--- src/rtl/srom_pkg.sv ---
package srom_pkg;
  localparam int ADDR_W   = 20;
  localparam int HDR_BITS = 72;
  localparam logic [7:0] OP_READ = 8'h52;

  typedef enum logic [2:0] {
    ST_IDLE, ST_LEAD, ST_SHIFT, ST_TAIL, ST_GAP, ST_FIN
  } st_e;

  // Scatter the linear address into the memory's request layout.
  function automatic logic [HDR_BITS-1:0] build_header(input logic [ADDR_W-1:0] a);
    logic [7:0] hi, mid, lo, ba;
    hi  = {5'b0, a[19:17]};
    mid = a[16:9];
    lo  = {6'b0, a[8:7]};
    ba  = {1'b0, a[6:0]};
    return {OP_READ, hi, mid, lo, ba, 32'h0};
  endfunction

  // Total serial bits of one request plus its data phase, minus one.
  function automatic int last_bit_index(input int nbytes);
    return HDR_BITS + 8 * nbytes - 1;
  endfunction
endpackage

--- src/rtl/srom_tick.sv ---
module srom_tick #(
  parameter int DIV_W = 8
) (
  input  logic             clk,
  input  logic             rst_n,
  input  logic             run,
  input  logic [DIV_W-1:0] half,
  output logic             tick
);
  logic [DIV_W-1:0] cnt;
  logic [DIV_W-1:0] lim;

  always_comb lim = (half == '0) ? '0 : half - 1'b1;

  assign tick = run && (cnt == lim);

  always_ff @(posedge clk or negedge rst_n) begin
    if (!rst_n)           cnt <= '0;
    else if (!run || tick) cnt <= '0;
    else                  cnt <= cnt + 1'b1;
  end
endmodule

--- src/rtl/srom_txrx.sv ---
module srom_txrx
  import srom_pkg::*;
(
  input  logic                clk,
  input  logic                rst_n,
  input  logic                load,
  input  logic [HDR_BITS-1:0] hdr,
  input  logic                shift,
  input  logic                capture,
  input  logic                byte_end,
  input  logic                miso,
  output logic                mosi,
  output logic                rd_valid,
  output logic [7:0]          rd_data
);
  logic [HDR_BITS-1:0] tx_sr;
  logic [7:0]          rx_sr;

  always_ff @(posedge clk or negedge rst_n) begin
    if (!rst_n)     tx_sr <= '0;
    else if (load)  tx_sr <= hdr;
    else if (shift) tx_sr <= {tx_sr[HDR_BITS-2:0], 1'b0};
  end

  assign mosi = tx_sr[HDR_BITS-1];

  always_ff @(posedge clk or negedge rst_n) begin
    if (!rst_n) begin
      rx_sr    <= '0;
      rd_valid <= 1'b0;
      rd_data  <= '0;
    end else begin
      rd_valid <= capture && byte_end;
      if (capture) rx_sr <= {rx_sr[6:0], miso};
      if (capture && byte_end) rd_data <= {rx_sr[6:0], miso};
    end
  end
endmodule

--- src/rtl/srom_ctrl.sv ---
module srom_ctrl
  import srom_pkg::*;
#(
  parameter int CNT_W      = 8,
  parameter int DIV_W      = 8,
  parameter int CS_GAP_CYC = 13
) (
  input  logic             clk,
  input  logic             rst_n,
  input  logic             start,
  input  logic [CNT_W-1:0] byte_count,
  input  logic [DIV_W-1:0] half_div,
  input  logic             tick,
  output logic             run,
  output logic [DIV_W-1:0] half_q,
  output logic             load,
  output logic             fall_evt,
  output logic             capture,
  output logic             byte_end,
  output logic             cs_n,
  output logic             sclk,
  output logic             busy,
  output logic             done
);
  localparam int MAX_BITS = HDR_BITS + 8 * ((1 << CNT_W) - 1);
  localparam int BIT_W    = $clog2(MAX_BITS + 1);
  localparam int GAP_W    = $clog2(CS_GAP_CYC + 1);

  st_e              state;
  logic             sclk_q;
  logic [BIT_W-1:0] bitcnt;
  logic [BIT_W-1:0] last_bit;
  logic [GAP_W-1:0] gcnt;
  logic             last_fall;

  assign run       = (state == ST_LEAD) || (state == ST_SHIFT) || (state == ST_TAIL);
  assign fall_evt  = (state == ST_SHIFT) && tick && sclk_q;
  assign capture   = fall_evt && (bitcnt >= BIT_W'(HDR_BITS));
  assign byte_end  = (bitcnt[2:0] == 3'b111);
  assign last_fall = fall_evt && (bitcnt == last_bit);
  assign load      = (state == ST_IDLE) && start && (byte_count != '0);
  assign cs_n      = !run;
  assign sclk      = sclk_q;
  assign busy      = (state != ST_IDLE);
  assign done      = (state == ST_FIN);

  always_ff @(posedge clk or negedge rst_n) begin
    if (!rst_n) begin
      state    <= ST_IDLE;
      sclk_q   <= 1'b0;
      bitcnt   <= '0;
      last_bit <= '0;
      gcnt     <= '0;
      half_q   <= '0;
    end else begin
      case (state)
        ST_IDLE: if (start) begin
          half_q <= half_div;
          if (byte_count == '0) begin
            state <= ST_FIN;
          end else begin
            bitcnt   <= '0;
            last_bit <= BIT_W'(last_bit_index(int'(byte_count)));
            state    <= ST_LEAD;
          end
        end
        ST_LEAD: if (tick) begin
          sclk_q <= 1'b1;
          state  <= ST_SHIFT;
        end
        ST_SHIFT: if (tick) begin
          if (sclk_q) begin
            sclk_q <= 1'b0;
            bitcnt <= bitcnt + 1'b1;
            if (last_fall) state <= ST_TAIL;
          end else begin
            sclk_q <= 1'b1;
          end
        end
        ST_TAIL: if (tick) begin
          gcnt  <= '0;
          state <= ST_GAP;
        end
        ST_GAP: begin
          if (gcnt == GAP_W'(CS_GAP_CYC - 1)) state <= ST_FIN;
          else gcnt <= gcnt + 1'b1;
        end
        ST_FIN:  state <= ST_IDLE;
        default: state <= ST_IDLE;
      endcase
    end
  end
endmodule

--- src/rtl/srom_reader.sv ---
module srom_reader
  import srom_pkg::*;
#(
  parameter int CNT_W      = 8,
  parameter int DIV_W      = 8,
  parameter int CS_GAP_CYC = 13
) (
  input  logic             clk,
  input  logic             rst_n,
  input  logic             start,
  input  logic [19:0]      start_addr,
  input  logic [CNT_W-1:0] byte_count,
  input  logic [DIV_W-1:0] half_div,
  output logic             busy,
  output logic             done,
  output logic             rd_valid,
  output logic [7:0]       rd_data,
  output logic             cs_n,
  output logic             sclk,
  output logic             mosi,
  input  logic             miso
);
  logic             tick;
  logic             run;
  logic [DIV_W-1:0] half_q;
  logic             load;
  logic             sclk_fall;
  logic             capture;
  logic             byte_end;
  logic             byte_cap;

  assign byte_cap = capture && byte_end;

  srom_ctrl #(.CNT_W(CNT_W), .DIV_W(DIV_W), .CS_GAP_CYC(CS_GAP_CYC)) u_ctrl (
    .clk(clk), .rst_n(rst_n), .start(start), .byte_count(byte_count),
    .half_div(half_div), .tick(tick), .run(run), .half_q(half_q),
    .load(load), .fall_evt(sclk_fall), .capture(capture), .byte_end(byte_end),
    .cs_n(cs_n), .sclk(sclk), .busy(busy), .done(done)
  );

  srom_tick #(.DIV_W(DIV_W)) u_tick (
    .clk(clk), .rst_n(rst_n), .run(run), .half(half_q), .tick(tick)
  );

  srom_txrx u_txrx (
    .clk(clk), .rst_n(rst_n), .load(load), .hdr(build_header(start_addr)),
    .shift(sclk_fall), .capture(capture), .byte_end(byte_end), .miso(miso),
    .mosi(mosi), .rd_valid(rd_valid), .rd_data(rd_data)
  );
endmodule

--- config.mk ---
export PLATFORM = sky130hd
export DESIGN_NAME = srom_reader
export DESIGN_NICKNAME = d
export VERILOG_FILES = /design/src/rtl/srom_pkg.sv /design/src/rtl/srom_tick.sv /design/src/rtl/srom_txrx.sv /design/src/rtl/srom_ctrl.sv /design/src/rtl/srom_reader.sv
export SDC_FILE = /design/constraint.sdc
export NUM_CORES = 1
export LEC_CHECK = 0
export ABC_AREA = 1
export BUFFER_PORTS_ARGS = -buffer_cell sky130_fd_sc_hd__buf_2
export CAP_MARGIN = 0
export CORE_UTILIZATION = 59
export DETAILED_ROUTE_END_ITERATION = 8
export PLACE_DENSITY = 0.8
export RECOVER_POWER = 100
export REMOVE_ABC_BUFFERS = 1
export SLEW_MARGIN = 20
export SYNTH_ARGS = -nofsm -noshare
export SYNTH_HDL_FRONTEND = slang
export SYNTH_SLANG_ARGS = --single-unit
--- constraint.sdc ---
create_clock -name clk -period 2.6 [get_ports clk]
set_input_delay 0.26 -clock clk [delete_from_list [all_inputs] [get_ports clk]]
set_output_delay 0.26 -clock clk [all_outputs]
set_load 0.005 [all_outputs]
==> Word-level counts from Yosys, hierarchy flattened <==
Index checks and enable logic that the tools add are counted.
{ "op_classes": {"magnitude_cmp": 1, "eq_ne": 18, "n_mux": 25, "n_reduce_logical": 27, "bitwise": 1, "n_addsub": 6} }
{ "ops": {"columns": ["cell", "n"], "rows": [
  ["72-bit two-way mux", 2],
  ["12-bit two-way mux", 4],
  ["3-bit two-way mux", 8],
  ["12-bit one-hot mux with 2 select lines", 1],
  ["8-bit logical NOT", 2],
  ["8-bit two-way mux", 2],
  ["3-bit one-hot mux with 5 select lines", 1],
  ["12-bit by 1-bit adder with 12-bit output (second input constant)", 1],
  ["7-bit by 11-bit adder with 12-bit output (first input constant)", 1],
  ["12-bit == test", 1],
  ["12-bit by 7-bit greater-or-equal comparator with 1-bit output (second input constant)", 1],
  ["2-bit by 1-bit inequality test with 1-bit output (second input constant)", 6],
  ["12-bit by 2-bit subtractor with 12-bit output (second input constant)", 1],
  ["3-bit == test (second input constant)", 3],
  ["3-bit AND reduction", 3],
  ["8-bit by 1-bit adder with 8-bit output (second input constant)", 1],
  ["8-bit == test", 1],
  ["1-bit logical AND", 8],
  ["4-bit two-way mux", 2],
  ["4-bit one-hot mux with 2 select lines", 1],
  ["2-bit nonzero test", 4],
  ["8-bit nonzero test", 1],
  ["8-bit by 1-bit subtractor with 8-bit output (second input constant)", 1],
  ["7-bit AND reduction", 1],
  ["other kinds (14)", 21]
]} }
{ "word_totals": {"output_inout_bits": 14, "word_cells": 89, "in_bits": 40, "ff_bits": 136} }

==> Logic depth before layout (Yosys ltp) <==
{ "depth": {"depth_word": 11, "mapped_depth": 17, "ltp_nobuf": 16} }

==> Modules after synthesis <==
Synthesis repeated with hierarchy kept, for this count alone.
{ "unflattened": {"hier_cells": 852, "area_unflattened_um2": 6940.4} }
{ "modules_own_cells": {"columns": ["module", "area_each_um2", "cells_each", "instances", "seq_area_each_um2"], "rows": [
  ["srom_txrx", 3847.4, 449, 1, 2202.1],
  ["srom_ctrl", 2303.5, 285, 1, 950.9],
  ["srom_tick", 782.0, 116, 1, 200.2],
  ["srom_reader", 7.5, 2, 1, 0.0]
]} }

==> Worst setup path after synthesis <==
OpenSTA, ideal clock, no wires.
{ "synth_timing": {"path_type": "reg2reg", "from": "register u_ctrl.half_q[0]", "to": "register u_txrx.tx_sr[40]", "stages_incl_launch_ff": 18, "setup_ns": 0.124, "setup_slack_ns": 0.370, "n_path_buf": 1, "period_less_slack_ns": 2.230, "arrival_ns": 2.106, "required_ns": 2.476, "cell_sequence": "dfrtp_1 > clkinv_1 > ha_1 > nand2_2 > inv_2 > nand2_4 > nand2_1 > nand2_1 > nand2_1 > nor2_2 > nand2_1 > nor2_4 > nand4_4 > nand2_4 > inv_2 > buf_2 > nand2_1 > nand3_1"} }
{ "synth_between": {"elab_chain_cells": 7, "elab_cells_between_ends": 8, "cone_classes": "add/sub: 1; eq/ne: 1; mux: 1; reduce/logical: 5"} }
{ "synth_lines": {"columns": ["element", "line_no", "rtl"], "rows": [
  ["start, declared", "srom_ctrl.sv:15", "output logic [DIV_W-1:0] half_q,"],
  ["start signal, assigned", "srom_ctrl.sv:58", "half_q <= half_div;"],
  ["8-bit by 1-bit subtractor with 8-bit output or 8-bit logical NOT (tied branches)", "srom_tick.sv:13", "always_comb lim = (half == '0) ? '0 : half - 1'b1;"],
  ["8-bit two-way mux *", "srom_tick.sv:13", null],
  ["8-bit == test *", "srom_tick.sv:15", "assign tick = run && (cnt == lim);"],
  ["1-bit logical AND *", "srom_tick.sv:15", null],
  ["1-bit logical AND * (2 in series)", "srom_ctrl.sv:37", "assign fall_evt = (state == ST_SHIFT) && tick && sclk_q;"],
  ["2-bit nonzero test (no source line) *", null, null],
  ["end signal, assigned", "srom_txrx.sv:21", "else if (load) tx_sr <= hdr;"],
  ["end signal, assigned", "srom_txrx.sv:22", "else if (shift) tx_sr <= {tx_sr[HDR_BITS-2:0], 1'b0};"],
  ["end, declared", "srom_txrx.sv:16", "logic [HDR_BITS-1:0] tx_sr;"]
]} }
Mark *: on every way between the ends. The rest lies on a longest branch, timed or not.
A chain may end at the register's enable or synchronous reset.

==> Worst setup path in the final report <==
{ "layout_timing": {"from": "register u_ctrl.half_q[0]", "to": "register u_ctrl.bitcnt[11]"} }
{ "layout_between": {"elab_chain_cells": 6, "elab_cells_between_ends": 7, "cone_classes": "add/sub: 1; eq/ne: 2; mux: 1; reduce/logical: 3"} }
{ "layout_lines": {"columns": ["element", "line_no", "rtl"], "rows": [
  ["8-bit by 1-bit subtractor with 8-bit output or 8-bit logical NOT (tied branches)", "srom_tick.sv:13", null],
  ["8-bit two-way mux *", "srom_tick.sv:13", null],
  ["8-bit == test *", "srom_tick.sv:15", null],
  ["1-bit logical AND *", "srom_tick.sv:15", null],
  ["2-bit by 1-bit inequality test with 1-bit output (no source line) *", null, null],
  ["5-bit AND reduction (no source line) *", null, null],
  ["end signal, assigned", "srom_ctrl.sv:74", "bitcnt <= bitcnt + 1'b1;"],
  ["end, declared", "srom_ctrl.sv:31", "logic [BIT_W-1:0] bitcnt;"]
]} }
Marked as above.

==> impl_metrics.json <==
{
  "finalInstanceArea_um2": 5843,
  "critPathMaxStageDelay_ns": 0.35,
  "antenna_found_initial": 0,
  "fin_skew_ns": 0.01046,
  "maxCapViolCount": 0,
  "yosysWarnings": 0,
  "setup_ws_ns": 0.2783,
  "overflow": 0,
  "worstMarginPinSlew_ns": 1.008,
  "start_util_pct": 60.42,
  "synth_top_family_by_area": "simple AND/OR/NAND/NOR gates",
  "cts.reportedPaths.clkPinSlew_ns": 0.10,
  "intPower_mw": 3.196,
  "num_rows": 34,
  "hold_depth": 3,
  "drtAntennaViolNets": 0,
  "period_needed_ns": 2.322,
  "syn-instance-count": 679,
  "fin_util_pct": 67.33,
  "status": "completed",
  "fmax_mhz": 430.7,
  "grt_start_max_net_pins": 63,
  "crit_chain": "clkinv_1, ha_1, nand2_2, inv_2, nand2_4, nand2_1, nand2_1, nand2_1, nor2_2, nand2_1, nor2_4, nand4_4, nand2_4, buf_4, nand2_1, o21ai_0",
  "min_path_type": "primary input to flip-flop",
  "clock_latency_ns": 0.37,
  "finalSetupViolCount": 0,
  "core_um2": 8678,
  "area_delta_synth_final_pct": 11.43,
  "grt_pass1_wl_um": 18840,
  "yosys.area_share.xor_xnor_pct": 3.340,
  "cp_data_arrival_time_ns": 2.60,
  "num_io_pins": 54,
  "max_slew_margin_pct": 32.79,
  "syn_area_um2": 5244,
  "end_kind": "flip-flop",
  "power.leakage_nw": 3.052,
  "synthSimpleGateAreaFrac_pct": 32.78,
  "seq_area_frac_synth_pct": 48.68,
  "dpl_worst_slack_ns": 0.2489,
  "port_buffers": 53,
  "cts.sinks": 102,
  "muxShareOfSynthArea_pct": 0,
  "mostFrequentLayoutCells": "nand2_1, dfrtp_1, inv_1",
  "track_usage_pct": 26.55,
  "first_iter_violations": 190,
  "pwr-share-comb_pct": 34.8,
  "critPathKind": "flip-flop to flip-flop",
  "async_flop_share_pct": 100.0,
  "synth-seq-cells": 102,
  "swShare_pct": 39.06,
  "cpMaxStageDelayCell": "dfrtp_1",
  "clockRootBuffer": "clkbuf_8",
  "critPathLaunchType": "flip-flop",
  "cts_buffers": 9,
  "n_fill_cell": 781,
  "placed_area_um2": 5635,
  "reg2regPathDepth": 16,
  "synth_edf_count": 0,
  "synthAdderAreaFrac_pct": 1.909,
  "ys.flop_type": "dfrtp_1",
  "tns_ns": 0,
  "dp.cells": 831,
  "cp_common_cell": "nand2_1",
  "drc": 0,
  "grt_pass1_vias": 4195,
  "clk_path_buf_depth": 2,
  "dr_total_vias": 4485,
  "drive_gt1_share_pct": 11.49,
  "fin_cells": 848,
  "post-route-period-util_pct": 89.29,
  "gp_congestion": 0.9172,
  "dieArea_um2": 9269,
  "total_power_mw": 5.245,
  "ir_worst_vdd_mv": 0.6034,
  "viasPerCell": 5.289,
  "critPathRequiredTime_ns": 2.88,
  "finalMaxSlewViolations": 0,
  "die_y_um": 96.28,
  "holdWs_ns": 0.08481,
  "cts_tree": "yes",
  "htreeDepth": 3,
  "die_w_um": 96.28,
  "syn_area_per_cell_um2": 7.723,
  "ys_types": 34,
  "routedWlPerCell_um": 12.99,
  "pwr-share-seq_pct": 43.3,
  "power_frac_clock_pct": 21.9,
  "synth_compound_area_share_pct": 5.989,
  "post_cts_buffers": 0,
  "rsz0062_at_grt": "false",
  "p_per_area_nw_per_um2": 897.6,
  "antenna_cells": 0,
  "hpwl_um": 7955,
  "switchingPower_mw": 2.049,
  "cp_max_fo": 24,
  "routed_wl_um": 11010,
  "layout_commonest_cell": "nand2_1",
  "final_nets": 783,
  "finalHoldViolations": 0,
  "dr.pass1.iters": 4
}
-- final timing paths --
kind,from,endpoint,slack (ns)
max,u_ctrl.half_q[0],u_ctrl.bitcnt[11],0.28
min,half_div[2],u_ctrl.half_q[2],0.08
max reg2reg,u_ctrl.half_q[0],u_ctrl.bitcnt[11],0.28
min reg2reg,u_ctrl.last_bit[2],u_ctrl.last_bit[2],0.48
max in group asynchronous,rst_n,u_ctrl.last_bit[9],0.57
min in group asynchronous,rst_n,u_tick.cnt[5],0.59
-- layout make-up --
class	instances	area, um2	area share (%)
Clock buffer	10	137.6	2.355
Tap cell	108	135.1	2.313
Clock inverter	6	95.09	1.627
Multi-Input combinational cell	483	2308	39.51
Inverter	75	284.0	4.861
Sequential cell	102	2552	43.68
Timing Repair Buffer	64	330.3	5.653
-- routing by layer --
metal | part of all wire (%) | global-route usage, % | up-vias
met1 | 46 | 34.06 | 2113
met3 | 4.6 | 5.134 | 10
met2 | 48 | 46.22 | 99
li1 | - | - | 2263
met4 | 1.1 | 6.343 | 0
met5 | 0 | 0 | -
-- power groups by stage --
stage / Sequential, mW / Combinational, mW / Clock [mW]
2_1_floorplan: 2.22 / 1.38 / 0
3_3_place_gp: 2.28 / 1.75 / 0
3_5_place_dp: 2.30 / 1.83 / 0
4_1_cts: 2.27 / 1.84 / 1.17
5_1_grt: 2.32 / 2.13 / 1.23
6_report: 2.27 / 1.83 / 1.15
-- sequential cells by signal (all words and copies together) (netlist names) --
register and count:
u_ctrl.gcnt 4, u_tick.cnt 8, u_txrx.tx_sr 40, u_txrx.rd_valid 1, u_txrx.rx_sr 7, u_ctrl.state 3, u_ctrl.last_bit 10, u_txrx.rd_data 8
u_ctrl.sclk 1, u_ctrl.half_q 8, u_ctrl.bitcnt 12
-- worst max-delay path: cells and delay by family, from the launching register on --
family / cells / cell delay, ns
AO/OA/AOI/OAI: 1 / 0.10
AND/OR/NAND/NOR: 11 / 1.16
buffers and inverters: 3 / 0.40
flip-flops: 1 / 0.35
adder cells (fa/ha/maj): 1 / 0.25
-- cells in the mapped netlist, types with 2 or more instances --
cell type | n | share of area (%)
a21oi_1 | 9 | 0.86
o21ai_1 | 5 | 0.48
nand4_1 | 10 | 1.2
buf_4 | 3 | 0.43
nand3_1 | 69 | 6.6
dfrtp_1 | 102 | 49
nor4_1 | 3 | 0.36
o211ai_1 | 2 | 0.29
nor3_1 | 11 | 1.0
inv_2 | 2 | 0.14
nor3b_1 | 3 | 0.43
o22ai_1 | 5 | 0.60
buf_6 | 2 | 0.43
clkbuf_1 | 11 | 0.79
nor2_4 | 4 | 0.86
xnor2_1 | 4 | 0.67
ha_1 | 8 | 1.9
nor2_2 | 4 | 0.48
nand2_4 | 2 | 0.43
buf_2 | 3 | 0.29
o21ai_0 | 35 | 3.3
xor2_1 | 16 | 2.7
inv_1 | 72 | 5.2
nor2_1 | 54 | 3.9
nand2_1 | 230 | 16
or2_2 | 2 | 0.24
-- repair_timing --
action	in CTS	in global routing
resized for setup	0	3
endpoints found under the hold margin	40	0
endpoints found under the setup margin	0	5
hold buffers	1	0
-- logic make-up after synthesis --
kind of cell | count (synthesis)
AO/OA/AOI/OAI | 59
XOR/XNOR | 20
adder cells (fa/ha/maj) | 8
buffers and inverters | 94
flip-flops | 102
AND/OR/NAND/NOR | 396
Power figures use the tool's default switching activity.
